$ cat src/rtl/ami_codec_pkg.sv
package ami_codec_pkg;
  typedef enum logic [1:0] {
    SYM_ZERO = 2'b00,
    SYM_POS  = 2'b01,
    SYM_BAD  = 2'b10,
    SYM_NEG  = 2'b11
  } sym_e;

  localparam int unsigned TAP_NEAR = 5;
  localparam int unsigned TAP_FAR  = 9;
endpackage

$ cat src/rtl/sync_scrambler.sv
module sync_scrambler #(
  parameter int unsigned TAP_NEAR   = 5,
  parameter int unsigned TAP_FAR    = 9,
  parameter bit          DESCRAMBLE = 1'b0
) (
  input  logic clk_i,
  input  logic rst_ni,
  input  logic en_i,
  input  logic bit_i,
  output logic bit_o
);
  localparam int unsigned LEN = TAP_FAR;

  logic [LEN-1:0] hist_q;
  logic           fb;
  logic           line_bit;

  assign fb    = hist_q[TAP_NEAR-1] ^ hist_q[TAP_FAR-1];
  assign bit_o = bit_i ^ fb;

  // history always tracks the bit that is on the line
  generate
    if (DESCRAMBLE) begin : g_desc
      assign line_bit = bit_i;
    end else begin : g_scr
      assign line_bit = bit_o;
    end
  endgenerate

  always_ff @(posedge clk_i or negedge rst_ni) begin
    if (!rst_ni)   hist_q <= '0;
    else if (en_i) hist_q <= {hist_q[LEN-2:0], line_bit};
  end


  hist_hold_chk: assert property (@(posedge clk_i) disable iff (!rst_ni)
    !en_i |=> $stable(hist_q));
endmodule

$ cat src/rtl/ami_encoder.sv
module ami_encoder
  import ami_codec_pkg::*;
(
  input  logic       clk_i,
  input  logic       rst_ni,
  input  logic       en_i,
  input  logic       bit_i,
  output logic [1:0] sym_o
);
  logic pol_neg_q;
  logic [1:0] sym_q;

  always_ff @(posedge clk_i or negedge rst_ni) begin
    if (!rst_ni) begin
      pol_neg_q <= 1'b0;
      sym_q     <= SYM_ZERO;
    end else if (en_i && bit_i) begin
      sym_q     <= pol_neg_q ? SYM_NEG : SYM_POS;
      pol_neg_q <= ~pol_neg_q;
    end else begin
      sym_q     <= SYM_ZERO;
    end
  end

  assign sym_o = sym_q;

  // last mark seen on the output, kept for the alternation check only
  logic [1:0] last_mark_q;
  logic       is_mark;
  assign is_mark = (sym_o == SYM_POS) || (sym_o == SYM_NEG);

  always_ff @(posedge clk_i or negedge rst_ni) begin
    if (!rst_ni)      last_mark_q <= SYM_ZERO;
    else if (is_mark) last_mark_q <= sym_o;
  end


  code_legal_chk: assert property (@(posedge clk_i) disable iff (!rst_ni)
    sym_o != SYM_BAD);

  mark_alternate_chk: assert property (@(posedge clk_i) disable iff (!rst_ni)
    (is_mark && last_mark_q != SYM_ZERO) |-> sym_o != last_mark_q);

  first_mark_pos_chk: assert property (@(posedge clk_i) disable iff (!rst_ni)
    (is_mark && last_mark_q == SYM_ZERO) |-> sym_o == SYM_POS);

  idle_zero_chk: assert property (@(posedge clk_i) disable iff (!rst_ni)
    !en_i |=> sym_o == SYM_ZERO);
endmodule

$ cat src/rtl/ami_decoder.sv
module ami_decoder
  import ami_codec_pkg::*;
(
  input  logic       clk_i,
  input  logic       rst_ni,
  input  logic       en_i,
  input  logic [1:0] sym_i,
  output logic       mark_o,
  output logic       viol_o
);
  logic last_neg_q;
  logic is_neg;

  assign mark_o = (sym_i == SYM_POS) || (sym_i == SYM_NEG);
  assign is_neg = (sym_i == SYM_NEG);
  assign viol_o = en_i && mark_o && (is_neg == last_neg_q);

  always_ff @(posedge clk_i or negedge rst_ni) begin
    if (!rst_ni)             last_neg_q <= 1'b1;
    else if (en_i && mark_o) last_neg_q <= is_neg;
  end


  ref_hold_chk: assert property (@(posedge clk_i) disable iff (!rst_ni)
    !en_i |=> $stable(last_neg_q));
endmodule

$ cat src/rtl/ami_line_codec.sv
module ami_line_codec
  import ami_codec_pkg::*;
(
  input  logic       clk_i,
  input  logic       rst_ni,
  input  logic       tx_en_i,
  input  logic       tx_bit_i,
  output logic [1:0] tx_sym_o,
  input  logic       rx_en_i,
  input  logic [1:0] rx_sym_i,
  output logic       rx_bit_o,
  output logic       rx_valid_o,
  output logic       rx_bpv_o
);
  logic tx_scr;
  logic rx_mark, rx_viol, rx_plain;
  logic rx_bit_q, rx_valid_q, rx_bpv_q;

  sync_scrambler #(.TAP_NEAR(TAP_NEAR), .TAP_FAR(TAP_FAR), .DESCRAMBLE(1'b0)) u_scr (
    .clk_i (clk_i), .rst_ni(rst_ni), .en_i(tx_en_i), .bit_i(tx_bit_i), .bit_o(tx_scr)
  );

  ami_encoder u_enc (
    .clk_i(clk_i), .rst_ni(rst_ni), .en_i(tx_en_i), .bit_i(tx_scr), .sym_o(tx_sym_o)
  );

  ami_decoder u_dec (
    .clk_i(clk_i), .rst_ni(rst_ni), .en_i(rx_en_i), .sym_i(rx_sym_i),
    .mark_o(rx_mark), .viol_o(rx_viol)
  );

  sync_scrambler #(.TAP_NEAR(TAP_NEAR), .TAP_FAR(TAP_FAR), .DESCRAMBLE(1'b1)) u_desc (
    .clk_i (clk_i), .rst_ni(rst_ni), .en_i(rx_en_i), .bit_i(rx_mark), .bit_o(rx_plain)
  );

  always_ff @(posedge clk_i or negedge rst_ni) begin
    if (!rst_ni) begin
      rx_bit_q   <= 1'b0;
      rx_valid_q <= 1'b0;
      rx_bpv_q   <= 1'b0;
    end else begin
      rx_valid_q <= rx_en_i;
      rx_bpv_q   <= rx_viol;
      if (rx_en_i) rx_bit_q <= rx_plain;
    end
  end

  assign rx_bit_o   = rx_bit_q;
  assign rx_valid_o = rx_valid_q;
  assign rx_bpv_o   = rx_bpv_q;


  bpv_with_valid_chk: assert property (@(posedge clk_i) disable iff (!rst_ni)
    rx_bpv_o |-> rx_valid_o);

  rx_idle_chk: assert property (@(posedge clk_i) disable iff (!rst_ni)
    !rx_en_i |=> (!rx_valid_o && !rx_bpv_o && $stable(rx_bit_o)));
endmodule

$ cat config.mk
export PLATFORM = sky130hd
export DESIGN_NAME = ami_line_codec
export DESIGN_NICKNAME = d
export VERILOG_FILES = /design/src/rtl/ami_codec_pkg.sv /design/src/rtl/sync_scrambler.sv /design/src/rtl/ami_encoder.sv /design/src/rtl/ami_decoder.sv /design/src/rtl/ami_line_codec.sv
export SDC_FILE = /design/constraint.sdc
export NUM_CORES = 1
export LEC_CHECK = 0
export BUFFER_PORTS_ARGS = -buffer_cell sky130_fd_sc_hd__buf_2
export CORE_MARGIN = 5
export CORE_UTILIZATION = 45
export DETAILED_ROUTE_END_ITERATION = 8
export PLACE_DENSITY = 0.65
export SYNTH_ARGS = -nofsm -noshare
export SYNTH_HDL_FRONTEND = slang
export SYNTH_SLANG_ARGS = --single-unit
$ cat constraint.sdc
create_clock -name clk_i -period 2.2 [get_ports clk_i]
set_input_delay 0.33 -clock clk_i [delete_from_list [all_inputs] [get_ports clk_i]]
set_output_delay 0.33 -clock clk_i [all_outputs]
set_load 0.01 [all_outputs]
* After elaboration in Yosys (flattened, before gate mapping)
Index checks and enable logic that the tools add are counted.
** Word-level totals
- Memory bits (writable) :: 0
- Bits in read-only memories :: 0
- Word-level logic and storage cells :: 22
- Latch bits :: 0
- Register bits :: 25
- Memories :: 0
** Operators by class
- Equal/unequal tests :: 3
- Add/sub/neg operators :: 0
- Multiplexer cells :: 2
- Shift operators :: 0
- Bitwise operators :: 5
- Div/mod/pow operators :: 0
- $lt $le $gt $ge :: 0
- Reduce and logical (&&, ||, !) cells :: 4
- Multiply operators :: 0
** Operator list (number)
- $mux W2 :: 2
- $xor A1 B1 Y1 :: 4
- $logic_and A1 B1 Y1 :: 3
- $eq A2 B1 Y1 const B :: 1
- $eq A2 B2 Y1 const B :: 1
- $eq A1 B1 Y1 :: 1
- $logic_or A1 B1 Y1 :: 1
- $not A1 Y1 :: 1

* Depth between registers and ports, before layout
Gate-level depths: netlist of run 1.
- Word-level depth :: 4
- Depth in mapped cells :: 4
- Mapped depth without buffers :: 3

* By module
A second synthesis of run 1 with hierarchy kept.
** Unflattened totals
- Cells, all modules :: 56
- Area, all modules :: 1017.2 um^2
** By module, submodules not included
- sync_scrambler at u_desc :: cells each 20, area an instance 395.4 um^2, instances 1
- sync_scrambler at u_scr :: cells each 20, area an instance 360.3 um^2, instances 1
- ami_encoder :: cells each 6, area an instance 107.6 um^2, instances 1
- ami_line_codec :: cells each 4, area an instance 90.1 um^2, instances 1
- ami_decoder :: cells each 6, area an instance 63.8 um^2, instances 1

* Worst setup path before layout of run 1
OpenSTA, ideal clock, no wires.
- Path type :: register to register
- From :: register u_scr.hist_q[4]
- To :: register u_enc.pol_neg_q
- Period minus slack after synthesis :: 1071 ps
- Setup time :: 79 ps
- Cell stages (with the launch flop) :: 4
- Arrival :: 992 ps
- Setup slack :: 1129 ps
- Data required time :: 2121 ps
- Cells stage by stage :: dfrtp_1 xnor3_1 nor2_2 xor2_1
** On the way
- Cells in the longest elaborated chain, start to end :: 3
** RTL lines
- start, declared :: RTL line sync_scrambler.sv:14 : logic [LEN-1:0] hist_q;
- start signal, assigned :: RTL line sync_scrambler.sv:32 : else if (en_i) hist_q <= {hist_q[LEN-2:0], line_bit};
- $xor A1 B1 Y1 :: RTL line sync_scrambler.sv:18 : assign fb = hist_q[TAP_NEAR-1] ^ hist_q[TAP_FAR-1];
- $xor A1 B1 Y1 :: RTL line sync_scrambler.sv:19 : assign bit_o = bit_i ^ fb;
- $logic_and A1 B1 Y1 :: RTL line ami_encoder.sv:17 : end else if (en_i && bit_i) begin
- end signal, assigned :: RTL line ami_encoder.sv:19 : pol_neg_q <= ~pol_neg_q;
- end, declared :: RTL line ami_encoder.sv:10 : logic pol_neg_q;
Every way passes these cells.
A chain may end at the register's enable or synchronous reset.

* Worst setup path in the final report of run 1
Same ends and word-level chain as after synthesis.

==> summary.txt, run 1 <==
Run status
  • Status: finished clean

Timing
  • Final setup violation count: 0
  • Worst Hold Slack: 0.258 ns
  • Worst-Margin Slew: 0.526 ns
  • Final hold violation count: 0
  • Worst setup margin: 1.00 ns
  • Worst slew margin: 0.649
  • Max Freq: 835 MHz
  • Total negative slack: 0 ns
  • Min Tclk post-route: 1.20 ns
  • Tcrit/Tclk final: 0.544
  • Slew Limit Fails: 0
  • RSZ-0062 raised after global routing: false
  • Max Clock Skew: between 0.005 and 0.006 ns

Yosys
  • Syn Area/Cell: approximately 16 sq um
  • Top_reg_cell synth: dfrtp_1
  • Post-synth ARST share: 1.00
  • Post-Syn Instances: 58
  • Yosys top cell by area: dfrtp_1
  • Top post-synthesis cells by area: dfrtp_1, mux2_2, dfstp_2
  • Most numerous cell in the Yosys netlist: dfrtp_1
  • Post-Syn Area: 946 sq um
  • Unique masters post-synth: 15
  • Ys Warns: 0
  • Most frequent cells after synthesis: dfrtp_1, mux2_2, inv_1, xnor2_1, xor2_1
  • Mapped Nets: 65
  • Top cell type's share of synthesized area: 0.635
  • Yosys reg bits: 25
  • Post-synth EDFFs: 0
  • Register area share after synthesis: 0.663

Layout
  • Post-route cell area: 1050 sq um
  • Synth-to-layout area growth: 11.5%
  • Finished Layout Cells: 99
  • Nets: 80
  • Final cell utilization of the core: 0.532
  • Fraction of layout cells with a size suffix above 1: 0.500
  • Number of inserted diodes: 0
  • Layout fillers: 181

Power
  • Power, Total: between 1 and 1.5 mW
  • VDD IR max: 0.000681 V
  • Pwr Density: 1150 nW/um^2
  • Leakage power: 0.502 nW

CTS
  • Clk buf depth: 2
  • CTS tree: built
  • Root Driver: clkbuf_4
  • # Post-CTS Setup Buffers: 0
  • Clock latency on the worst-skew pair: 0.30 ns
  • Clk pin slew, worst setup/hold paths: 0.12 ns
  • Clock Sinks: 25
  • H-tree Lvls: 1
  • Clock buffer count from CTS: 3

Floorplanning
  • Rows: 16
  • Chip height: 55.8 microns
  • Starting Density: 0.477
  • # IOs: 12
  • Die width: 55.8 microns
  • Core area: 1980 sq um
  • Die area: approximately 3100 sq um

GRT
  • Vias in the first global route: 461
  • Total grt overflow: 0
  • Initial antenna violation count: 0
  • Largest net degree at the start of global routing: 26
  • First-pass GRT wire length: 2130 microns
  • Total Routing Usage GR: 0.0892

Detailed routing
  • Detailed Route Iter0 Violations: 3
  • Avg WL per Cell: around 12 microns
  • Drt first pass iters: 2
  • DRC violation count after routing: 0
  • Via-to-Cell Ratio: 4.60
  • Final antenna-violating net count: 0
  • Total number of vias: 455
  • Routed wire length: 1200 microns

Critical path
  • CP Class: reg -> reg
  • Worst endpoint required time: 2.43 ns
  • Critical path's slowest cell: dfrtp_1
  • CP peak stage delay: 0.43 ns
  • Setup crit start kind: flop
  • Crit path DAT: 1.43 ns
  • CP endpoint kind: flop
  • Crit path cell chain: xnor3_1 > nor2_2 > xor2_1
  • Worst Path Max Fanout: 4

Job
  • Max Cap Viol: 0

Placed design
  • Post-DP HPWL: 885 microns
  • Final RePlAce weighted congestion: about 0.66
  • # placed instances: 94
  • IO buf count: 11
  • Post-DP Area: between 1000 and 1500 sq um
  • Place WS: 1.02 ns

Worst hold path
  • Type of the worst min-delay path: in -> reg
flip-flops by register name, indices dropped and copies added (netlist names):
| name | flops |
|---|---|
| rx_bit_o | 1 |
| rx_bpv_o | 1 |
| rx_valid_o | 1 |
| u_dec.last_neg_q | 1 |
| u_desc.hist_q | 9 |
| u_enc.pol_neg_q | 1 |
| u_enc.sym_o | 2 |
| u_scr.hist_q | 9 |
logic make-up (layout without fill, tap and decap cells):
logic type | count (synthesis) | after routing | synth area share
DFF | 25 | 25 | 0.663
muxes | 18 | 18 | 0.214
xor gates and xnor gates | 5 | 5 | 0.0609
and+or+nand+nor | 4 | 4 | 0.0225
buffers and inverters | 4 | 18 | 0.0251
AOI/OAI and AO/OA | 2 | 2 | 0.0145
cells in the final DEF, fill, tap and decap left out, drive strengths merged:
master	synthesis	final
xnor3	1	1
inv	2	2
mux2	18	18
nor2	2	2
xnor2	2	2
o21ai	1	1
buf	2	11
dfrtp	24	24
and2	1	1
dlygate4sd3	0	1
xor2	2	2
nand2	1	1
dfstp	1	1
clkbuf	0	4
a21o	1	1
area by class of cell:
| type | instances | area (sq um) | area share |
|---|---|---|---|
| Sequential cell | 25 | 627 | 0.594 |
| Multi-Input combinational cell | 29 | 295 | 0.280 |
| Timing Repair Buffer | 12 | 65.1 | 0.0617 |
| Tap cell | 27 | 33.8 | 0.0320 |
| Clock buffer | 4 | 26.3 | 0.0249 |
| Inverter | 2 | 7.51 | 0.00712 |
critical path, delay by kind of cell, from the launching register on:
kind                      cells  cell delay (ns)
and+or+nand+nor               1             0.17
DFF                           1             0.43
xor gates and xnor gates      2             0.53
power by group:
| group | internal (mW) | switching (mW) |
|---|---|---|
| Sequential | 0.626 | 0.0898 |
| Clock | 0.0707 | 0.121 |
| Combinational | 0.197 | 0.105 |
| Total | 0.893 | 0.316 |
path summary, 6_finish.rpt:
path	startpoint	endpoint	slack [ns]	depth (start not counted)
min reg2reg	u_enc.pol_neg_q$_DFFE_PN0P_	u_enc.pol_neg_q$_DFFE_PN0P_	0.51	1
max reg2reg	u_scr.hist_q[4]$_DFFE_PN0P_	u_enc.pol_neg_q$_DFFE_PN0P_	1.00	3
max in group asynchronous	rst_ni	u_dec.last_neg_q$_DFFE_PN1P_	1.33	2
max	u_scr.hist_q[4]$_DFFE_PN0P_	u_enc.pol_neg_q$_DFFE_PN0P_	1.00	3
min	rx_en_i	rx_valid_o$_DFF_PN0_	0.26	1
min in group asynchronous	rst_ni	u_scr.hist_q[4]$_DFFE_PN0P_	0.51	2
timing repair:
action	in CTS	in global routing
hold buffers	1	0
setup endpoints to repair	0	0
endpoints found under the hold margin	24	0
resized for setup	0	0
routing by layer:
layer | vias up | part of all wire | global-route usage
li1 | 222 | - | -
met4 | 0 | 0.010 | 0.0610
met1 | 221 | 0.47 | 0.111
met5 | - | 0 | 0
met3 | 2 | 0.084 | 0.0418
met2 | 10 | 0.43 | 0.122
Power figures use the tool's default switching activity.
==> run 2, diff against run 1 <==
Clock period 2.2 ns to 1.11 ns, I/O delays scaled along.
==> summary.txt, run 2 (synthesis gave the netlist of run 1 again) <==
Placed design
  • IO buf count: 11 (unchanged)
  • Final RePlAce weighted congestion: 0.654 (-1.7%)
  • Post-DP HPWL: 880 microns (-0.58%)

CTS
  • H-tree Lvls: 1 (unchanged)
  • CTS tree: built
  • # Post-CTS Setup Buffers: 0 (unchanged)
  • Clk buf depth: 2 (unchanged)
  • Clk pin slew, worst setup/hold paths: 0.12 ns (about the same)
  • Clock Sinks: 25 (unchanged)
  • Clock buffer count from CTS: 3 (unchanged)
  • Clock latency on the worst-skew pair: 0.30 ns (about the same)
  • Root Driver: clkbuf_4

GRT
  • Total grt overflow: 0 (unchanged)
  • Initial antenna violation count: 0 (unchanged)
  • Vias in the first global route: 486 (+5.4%)
  • Largest net degree at the start of global routing: 26 (unchanged)
  • First-pass GRT wire length: 2160 microns (+1.3%)
  • Total Routing Usage GR: 0.0894 (+0.000218)

Floorplanning
  • Chip height: 55.8 microns (unchanged)
  • Starting Density: 0.477 (unchanged)
  • Die width: 55.8 microns (unchanged)
  • Rows: 16 (unchanged)
  • Core area: 1980 sq um (unchanged)
  • # IOs: 12 (unchanged)
  • Die area: 3120 sq um (unchanged)

Critical path
  • Crit path to: u_enc.pol_neg_q$_DFFE_PN0P_
  • Setup crit start kind: flop
  • R2R Setup Slk: -0.03 ns (-1.03 ns)
  • Crit path DAT: 1.37 ns (-0.06 ns)
  • Worst endpoint required time: 1.34 ns (-1.09 ns)
  • Worst Reg-to-Reg Cells: 3 (unchanged)
  • CP endpoint kind: flop
  • CP startpoint: u_scr.hist_q[4]$_DFFE_PN0P_
  • Worst flop-to-flop path startpoint: u_scr.hist_q[4]$_DFFE_PN0P_
  • CP Class: reg -> reg
  • Worst Path Max Fanout: 4 (unchanged)
  • Reg2reg end: u_enc.pol_neg_q$_DFFE_PN0P_

Power
  • VDD IR max: 0.00142 V (+110%)
  • Pwr Density: 2260 nW/um^2 (+97%)
  • Leakage power: 0.508 nW (+1.2%)
  • Power, Total: 2.41 mW (+99%)

Timing
  • Max Freq: 879 MHz (+5.2%)
  • Worst Hold Slack: 0.104 ns (-0.154 ns)
  • Final setup violation count: 1 (+1)
  • Worst setup margin: -0.0282 ns (-1.03 ns)
  • Total negative slack: -0.0282 ns (-0.0282 ns)
  • Max Clock Skew: 0.00284 ns (-0.00277 ns)
  • Worst-Margin Slew: 0.529 ns (+0.00282 ns)
  • Slew Limit Fails: 0 (unchanged)
  • Worst slew margin: 0.648 (-0.00188)
  • RSZ-0062 raised after global routing: true
  • Final hold violation count: 0 (unchanged)
  • Tcrit/Tclk final: 1.03 (+0.481)
  • Min Tclk post-route: 1.14 ns (-0.0594 ns)

Job
  • Max Cap Viol: 0 (unchanged)

Layout
  • Number of inserted diodes: 0 (unchanged)
  • Synth-to-layout area growth: 13.0%
  • Layout fillers: 179 (-1.1%)
  • Most frequent cells in the layout: dfrtp_1, mux2_2, buf_2
  • Fraction of layout cells with a size suffix above 1: 0.507 (+0.00685)
  • Nets: 81 (+1.3%)
  • Commonest non-fill, non-tap cell in the layout: dfrtp_1

Worst hold path
  • Type of the worst min-delay path: in -> reg

Detailed routing
  • Final antenna-violating net count: 0 (unchanged)
  • Avg WL per Cell: 11.8 microns (-3.1%)
  • Routed wire length: 1180 microns (-2.2%)
  • Via-to-Cell Ratio: 4.68 (+1.8%)
  • Total number of vias: 468 (+2.9%)
  • Detailed Route Iter0 Violations: 2 (-1)
  • DRC violation count after routing: 0 (unchanged)
  • Drt first pass iters: 2 (unchanged)

Run status
  • Status: finished, violations left
  • Failing checks: setup timing
run 2: worst min-delay path by stage:
stage,from,endpoint,slack [ns],cells past startpoint
final,rx_en_i,rx_valid_o$_DFF_PN0_,0.10,1
after CTS,rx_en_i,rx_valid_o$_DFF_PN0_,0.09,1
after floorplan,rst_ni,rx_bit_o$_DFFE_PN0P_,-0.13,0
after detailed placement,rst_ni,rx_bpv_o$_DFF_PN0_,0.18,1
after global placement,rst_ni,u_scr.hist_q[7]$_DFFE_PN0P_,0.18,1
after global routing,rx_en_i,rx_valid_o$_DFF_PN0_,0.08,1
run 2: stage by stage:
| step | util | worst slack, ns | area [sq um] | std cells |
|---|---|---|---|---|
| 2_1_floorplan | - | 0.0390 | 946 | 58 |
| 3_3_place_gp | 0.518 | 0.0161 | 1030 | 95 |
| 3_5_place_dp | 0.518 | -0.0153 | 1030 | 95 |
| 4_1_cts | 0.539 | -0.0349 | 1070 | 100 |
| 5_1_grt | 0.539 | -0.0793 | 1070 | 100 |
| 6_report | 0.539 | -0.0282 | 1070 | 100 |
run 2: repair_timing:
action	4_1_cts	5_1_grt
hold buffers	1	0
resized for setup	2	0
endpoints found under the hold margin	24	0
setup endpoints to repair	2	3
pin swaps	1	1
run 2: area by class of cell:
class | instances | area, sq um | area share
flip-flops and latches | 25 | 627 | 0.587
repair buffers | 13 | 72.6 | 0.0679
clock buffers | 4 | 26.3 | 0.0246
inverters | 2 | 7.51 | 0.00703
multi-input cells | 29 | 302 | 0.282
well taps | 27 | 33.8 | 0.0316
run 2: worst max-delay path, cell delays in order, from the launching register on:
cell and delay (ns):
dfrtp_1 0.41, xnor3_1 0.38, nor2_4 0.13, xor2_1 0.15
run 2: report_power, final:
group          internal (mW)  switching (mW)
registers               1.24           0.162
clock network          0.140           0.233
logic                  0.402           0.233
run 2: routing by layer:
| metal | share of wire | vias to the layer above | global-route usage |
|---|---|---|---|
| met3 | 0.076 | 0 | 0.0418 |
| met1 | 0.50 | 234 | 0.122 |
| met4 | 0 | 0 | 0.0508 |
| met2 | 0.42 | 10 | 0.115 |
| li1 | - | 224 | - |
| met5 | 0 | - | 0 |
